$ cat config.mk
export PLATFORM = sky130hd
export DESIGN_NAME = wbq_writeback
export DESIGN_NICKNAME = d
export VERILOG_FILES = /design/src/rtl/wbq_pkg.sv /design/src/rtl/wbq_decode.sv /design/src/rtl/wbq_head.sv /design/src/rtl/wbq_ring.sv /design/src/rtl/wbq_writeback.sv
export SDC_FILE = /design/constraint.sdc
export NUM_CORES = 1
export LEC_CHECK = 0
export ABC_AREA = 1
export BUFFER_PORTS_ARGS = -buffer_cell sky130_fd_sc_hd__buf_2
export CAP_MARGIN = 20
export CORE_MARGIN = 2
export CORE_UTILIZATION = 35
export CTS_CLUSTER_DIAMETER = 30
export DETAILED_ROUTE_END_ITERATION = 12
export PLACE_DENSITY = 0.56
export SLEW_MARGIN = 5
export SYNTH_ARGS = -nofsm -noshare
export SYNTH_HDL_FRONTEND = slang
export SYNTH_SLANG_ARGS = --single-unit
export TNS_END_PERCENT = 10
$ cat constraint.sdc
create_clock -name clk -period 5.59 [get_ports clk]
set_clock_uncertainty 0.05 [all_clocks]
set_input_delay 1.118 -clock clk [delete_from_list [all_inputs] [get_ports clk]]
set_output_delay 1.118 -clock clk [all_outputs]
set_load 0.05 [all_outputs]
$ cat src/rtl/wbq_pkg.sv
package wbq_pkg;

  typedef enum logic [3:0] {
    OP_IDLE = 4'd0,  OP_ADD  = 4'd1,  OP_SUB  = 4'd2,  OP_MUL  = 4'd3,
    OP_ABS  = 4'd4,  OP_F2I  = 4'd5,  OP_I2F  = 4'd6,  OP_EMIT = 4'd7,
    OP_SIN  = 4'd8,  OP_COS  = 4'd9,  OP_GT   = 4'd10, OP_EQ   = 4'd11,
    OP_MOVE = 4'd12, OP_SEL  = 4'd13, OP_SGN  = 4'd14, OP_RSQ  = 4'd15
  } op_e;

  localparam int unsigned MAX_LATENCY = 7;

  // fixed issue-to-retire distance of every computing opcode
  function automatic int unsigned op_latency(input op_e op);
    case (op)
      OP_ADD, OP_SUB: return 5;
      OP_MUL:         return 7;
      OP_I2F:         return 3;
      OP_SIN, OP_COS: return 4;
      default:        return 2;
    endcase
  endfunction

endpackage

$ cat src/rtl/wbq_decode.sv
module wbq_decode
  import wbq_pkg::*;
#(
  parameter int LATW = 4
) (
  input  logic [3:0]      op,
  output logic [LATW-1:0] lat,
  output logic            is_emit,
  output logic            is_idle
);
  always_comb begin
    lat     = LATW'(op_latency(op_e'(op)));
    is_emit = (op == OP_EMIT);
    is_idle = (op == OP_IDLE);
  end
endmodule

$ cat src/rtl/wbq_head.sv
module wbq_head #(
  parameter int DEPTH = 7,
  parameter int HW    = 3
) (
  input  logic          clk,
  input  logic          rst,
  input  logic          adv,
  output logic [HW-1:0] head
);
  localparam logic [HW-1:0] LAST = HW'(DEPTH - 1);

  always_ff @(posedge clk) begin
    if (rst)      head <= '0;
    else if (adv) head <= (head == LAST) ? '0 : head + 1'b1;
  end
endmodule

$ cat src/rtl/wbq_ring.sv
module wbq_ring #(
  parameter int DEPTH = 7,
  parameter int DW    = 32,
  parameter int HW    = 3
) (
  input  logic          clk,
  input  logic          rst,
  input  logic [HW-1:0] head,
  input  logic          adv,
  input  logic          ins_en,
  input  logic [HW-1:0] ins_idx,
  input  logic [DW-1:0] ins_data,
  output logic [DW-1:0] rd_data
);
  logic [DW-1:0] slot [DEPTH];

  for (genvar i = 0; i < DEPTH; i++) begin : g_slot
    always_ff @(posedge clk) begin
      if (rst)
        slot[i] <= '0;
      else if (ins_en && ins_idx == HW'(i))   // insert beats clear
        slot[i] <= ins_data;
      else if (adv && head == HW'(i))         // clear on pop
        slot[i] <= '0;
    end
  end

  assign rd_data = slot[head];
endmodule

$ cat src/rtl/wbq_writeback.sv
module wbq_writeback
  import wbq_pkg::*;
#(
  parameter int DEPTH = 7,
  parameter int DW    = 32,
  parameter int AW    = 7
) (
  input  logic          clk,
  input  logic          rst,
  input  logic [3:0]    iss_op,
  input  logic [DW-1:0] iss_value,
  input  logic [AW-1:0] iss_dst,
  output logic          wb_en,
  output logic [AW-1:0] wb_addr,
  output logic [DW-1:0] wb_data,
  output logic          prog_end
);
  localparam int HW = (DEPTH > 1) ? $clog2(DEPTH) : 1;
  localparam int SW = HW + 1;
  localparam logic [SW-1:0] DEPTH_W = SW'(DEPTH);

  logic [SW-1:0] lat;
  logic          is_emit, is_idle, adv, ins_en;
  logic [HW-1:0] head_q, ins_idx;
  logic [SW-1:0] sum;
  logic [DW-1:0] head_val;

  wbq_decode #(.LATW(SW)) u_dec (
    .op(iss_op), .lat(lat), .is_emit(is_emit), .is_idle(is_idle)
  );

  assign adv    = !is_emit;
  assign ins_en = adv && !is_idle;

  // slot = (head + 1 + lat - 1) mod DEPTH, with lat <= DEPTH
  always_comb begin
    sum     = {1'b0, head_q} + lat;
    ins_idx = HW'((sum >= DEPTH_W) ? sum - DEPTH_W : sum);
  end

  wbq_head #(.DEPTH(DEPTH), .HW(HW)) u_head (
    .clk(clk), .rst(rst), .adv(adv), .head(head_q)
  );

  wbq_ring #(.DEPTH(DEPTH), .DW(DW), .HW(HW)) u_ring (
    .clk(clk), .rst(rst), .head(head_q), .adv(adv),
    .ins_en(ins_en), .ins_idx(ins_idx), .ins_data(iss_value),
    .rd_data(head_val)
  );

  always_ff @(posedge clk) begin
    if (rst) begin
      wb_en    <= 1'b0;
      wb_addr  <= '0;
      wb_data  <= '0;
      prog_end <= 1'b0;
    end else begin
      wb_en    <= adv && (iss_dst != '0);
      wb_addr  <= iss_dst;
      wb_data  <= head_val;
      prog_end <= is_emit;
    end
  end
endmodule

---- Word level (Yosys, flattened, before mapping) ----
Memory sizes are Yosys's and may differ from the RTL's. A register that Yosys moved wholly into a read port is not among the register bits.
Index checks and enable logic that the tools add are counted.
word-level totals
  memories kept ........................... 1
  input bits .............................. 45
  latch bits .............................. 0
  memory bits (writable) .................. 224
  bits in read-only memories .............. 0
  output and inout bits ................... 41
  flip-flop bits (word level) ............. 12
cells by class
  muxes and demuxes ....................... 68
  multipliers ............................. 0
  shifts and indexed selects .............. 0
  bitwise gates (word level) .............. 14
  divide/modulo/power cells ............... 0
  $add $sub $neg .......................... 3
  eq/ne operators ......................... 19
  reduce and logical (&&, ||, !) cells .... 24
  magnitude comparators ................... 1
memories
  name         words  width  rd ports  clocked after Yosys merged registers in  write ports  line            source
  u_ring.slot  7      32     1         1                                        7            wbq_ring.sv:15  logic [DW-1:0] slot [DEPTH];
operators with widths
  cell                   number
  $mux W32               14
  $mux W1                51
  $eq A3 B3 Y1 const B   6
  $logic_and A1 B1 Y1    16
  $or A1 B1 Y1           14
  $eq A3 B2 Y1 const B   4
  $pmux W3 S4            1
  $eq A4 B2 Y1 const B   2
  $eq A4 B3 Y1 const B   2
  $eq A4 B4 Y1 const B   2
  $reduce_bool A7 Y1     1
  $eq A3 B1 Y1 const B   2
  $logic_not A3 Y1       2
  $mux W3                2
  $add A3 B3 Y4          1
  $eq A4 B1 Y1 const B   1
  $ge A4 B3 Y1 const B   1
  $logic_not A4 Y1       1
  $reduce_or A2 Y1       2
  $add A3 B1 Y3 const B  1
  $sub A3 B3 Y3 const B  1
  $logic_not A1 Y1       2

---- Logic depth before layout (Yosys ltp) ----
  depth in word-level cells ............... 13
  depth in mapped cells ................... 15
  depth with buffers taken out ............ 14

---- Hierarchy ----
A second synthesis with hierarchy kept.
unflattened totals
  cell total of the unflattened synthesis .. 1314
  area total of the unflattened synthesis .. 12015.3 um^2
by module, submodules not included
  module         area an instance (um^2)  instances  cells an instance
  wbq_ring       10383.7                  1          1104
  wbq_writeback  1395.1                   1          170
  wbq_head       140.1                    1          22
  wbq_decode     96.3                     1          18

---- Worst setup path before layout ----
Ideal clock, no wire load.
  path type ............................... input -> register
  start ................................... in iss_op[0]
  end ..................................... mem u_ring.slot[0][0], enable pin
  buffers on the path ..................... 0
  required time ........................... 4.882 ns
  setup time .............................. 0.658 ns
  data arrival time ....................... 4.021 ns
  stages .................................. 13
  path slack .............................. 0.861 ns
  cell sequence ........................... or2_2 -> nand3_1 -> o21ai_0 -> ha_1 -> fa_1 -> ha_1 -> nand3_2 -> nand2_2 -> nand2_1 -> nand2_1 -> nor2_4 -> nand2_1 -> o21ai_0
RTL lines
  what         line                 source
  from (decl)  wbq_writeback.sv:10  input logic [3:0] iss_op,
  to (decl)    wbq_ring.sv:15

==> results.toml <==
[detailed_routing]
drt_iter0_drc = 553
antenna_left = 0
vias = 7855
viasPerCell = 4.84
wirelength_um = 28300
drc = 0
routedWlPerCell_um = 17.5
dr.pass1.iters = 5

[worst_setup_path]
ff2ff_setup_slack_ns = 2.20
path_max_fanout = 32
critical_path_class = "in -> reg"
ff2ff_path_depth = 10
rr_endpoint = "u_ring.slot[2][27]"
cp.arrival_ns = 4.08
cpMaxStageDelayCell = "nand3_2"
crit_chain = "buf_2 > or2_2 > nand3_1 > o21ai_0 > ha_1 > fa_1 > ha_1 > nand3_2 > nand2_2 > nand2_1 > nand2_2 > nor2_4 > nand2_1 > nand3_2"
critPathCapture = "u_ring.slot[2][27]"
critPathLaunch = "iss_op[0]"
critPathTopFamily = "simple AND/OR/NAND/NOR gates"
critPathBufInv = 1
cpPeakStageDelay_ns = 0.70
start_kind = "input port"
cp.required_ns = 5.53
end_kind = "flip-flop"
path_depth = 14
reg2reg_from = "u_head.head[0]"

[synth]
synth_cells = 1063
syn-num-nets = 1114
ys_types = 32
ys_seq_elements = 268
synthesis.area_mm2 = 0.0112
syn_area_per_cell_um2 = 10.5
yosys_warnings = 0
yosysSeqAreaShare = 0.679

[cts]
cts_resized = 0
cts_root_buf = "clkbuf_16"
post_cts_buffers = 0
clk-insertion-delay-late_ns = 0.56
clk_pin_slew_ns = 0.04
h-tree-depth = 2
clock_path_buffers = 3
cts_made_buffers = 59
cts_tree = "yes"
cts_hold_buf = 0
clock_sinks = 268

[sta]
min_period_ns = 4.14
min_period_over_period = 0.741
relSlewSlack = 0.352
rsz0062_at_grt = "false"
fin_ws_ns = 1.45
hold_slack_ns = 0.452
setup_tns_ns = 0
worst_pin_slew_ns = 0.971
final-setup-viol-count = 0
hold_viol = 0
max_freq_mhz = 241
finalMaxSlewViolations = 0

[power]
powerDensity_mw_per_mm2 = 510
vdd.ir_drop.worst_uv = 225
p_leak_nw = 5.97
total_power_mw = 7.26

[global_route]
grt_pass1_wl_um = 44400
grt_usage = 0.172
grt.overflow.total = 0
grt_pass1_vias = 7889
antenna_found_initial = 0
grt_max_degree = 55

[placement]
gp_congestion = 0.750
io_buffers = 85
dp.cells = 1514
place_hpwl_um = 16100
place_ws_ns = 0.890
place_area_mm2 = 0.0120

[finish]
area_growth_syn_to_layout_pct = 27.1
fill_cells = 2986
fin_cells = 1624
post-route-cell-area_mm2 = 0.0142
diodes = 0
layout-drive-gt1-share = 0.210
utilization = 0.451
final_net_count = 1224

[die]
coreArea_mm2 = 0.0316
fp-row-count = 65
start_util = 0.355
die_area_mm2 = 0.0334
io_pins = 86
die_w_um = 183
die_h_um = 183

[hold_path]
hp-class = "reg -> reg"

[status]
status = "finished clean"

[run]
drv_cap = 0
## Yosys cell counts
cell type | n | share of area
a211oi_1 | 17 | 0.011
a21oi_1 | 35 | 0.016
a22o_1 | 3 | 0.0023
a22oi_1 | 2 | 0.0013
a31oi_1 | 6 | 0.0034
a41oi_1 | 1 | 0.00078
buf_1 | 4 | 0.0013
buf_2 | 25 | 0.011
buf_6 | 6 | 0.0060
clkbuf_1 | 22 | 0.0074
clkinv_1 | 1 | 0.00033
dfxtp_1 | 44 | 0.079
edfxtp_1 | 224 | 0.60
fa_1 | 1 | 0.0018
ha_1 | 5 | 0.0056
inv_1 | 54 | 0.018
inv_2 | 2 | 0.00067
nand2_1 | 237 | 0.079
nand2_2 | 3 | 0.0017
nand3_1 | 60 | 0.027
nand3_2 | 6 | 0.0054
nand3_4 | 2 | 0.0031
nand3b_1 | 1 | 0.00067
nand4_1 | 7 | 0.0039
nor2_1 | 231 | 0.077
nor2_2 | 24 | 0.013
nor2_4 | 5 | 0.0050
nor4_1 | 1 | 0.00056
o21ai_0 | 30 | 0.013
o21ai_1 | 1 | 0.00045
o31ai_1 | 2 | 0.0013
or2_2 | 1 | 0.00056
## routing by layer
layer  wire length [um]  GRT usage  up-vias
met5                  0          0        -
li1                   -          -     3808
met2              13600      0.291      223
met4                595     0.0518        0
met3               1650     0.0330       50
met1              12500      0.224     3774
## sequential cells by signal, summed over array words and instances, names as in the netlist
| register | count |
|---|---|
| wb_en | 1 |
| u_ring.slot | 224 |
| wb_data | 32 |
| u_head.head | 3 |
| prog_end | 1 |
| wb_addr | 7 |
## logic make-up (layout without fill, tap and decap cells)
family	after synthesis	in the layout	synth area share
compound gates	97	97	0.0501
fa+ha+maj	6	6	0.00738
buf+inv	114	273	0.0450
flops	268	268	0.679
simple gates	578	578	0.218
## worst min-delay path by stage
stage	startpoint	to	cells after the start
after CTS	u_ring.slot[1][27]	wb_data[27]	2
after global placement	u_ring.slot[1][28]	wb_data[28]	2
after global routing	u_ring.slot[1][2]	wb_data[2]	2
after detailed placement	u_ring.slot[1][27]	wb_data[27]	2
after floorplan	u_ring.slot[2][0]	wb_data[0]	2
final	u_ring.slot[1][28]	wb_data[28]	2
## worst min-delay path, cell delays in order (launching register included)
cell      delay [ns]
edfxtp_1        0.31
a211oi_1        0.07
nor2_1          0.08
## area by class of cell
type	instances	area (um2)	area share
clock buffers	63	1490	0.105
inverters	57	214	0.0150
flip-flops and latches	268	7610	0.535
repair buffers	106	583	0.0410
multi-input cells	681	3120	0.219
clock inverters	47	711	0.0499
well taps	402	503	0.0354
## power breakdown
group | internal, mW | switching, mW
Sequential | 2.55 | 0.0765
Combinational | 0.196 | 0.656
Clock | 2.64 | 1.14
## layout by cell type (no fill, tap or decap), drive strengths merged, types with 2 or more instances in the layout
cell and n:
nor2 260, nand2 240, edfxtp 224, buf 106, nand3 68, inv 64
clkbuf 63, dfxtp 44, a21oi 35, o21ai 31, a211oi 17, clkinv 17
bufinv 15, clkinvlp 8, nand4 7, a31oi 6, ha 5, a22o 3
o31ai 2, a22oi 2
Note: power is estimated with default switching activity, not from simulation.
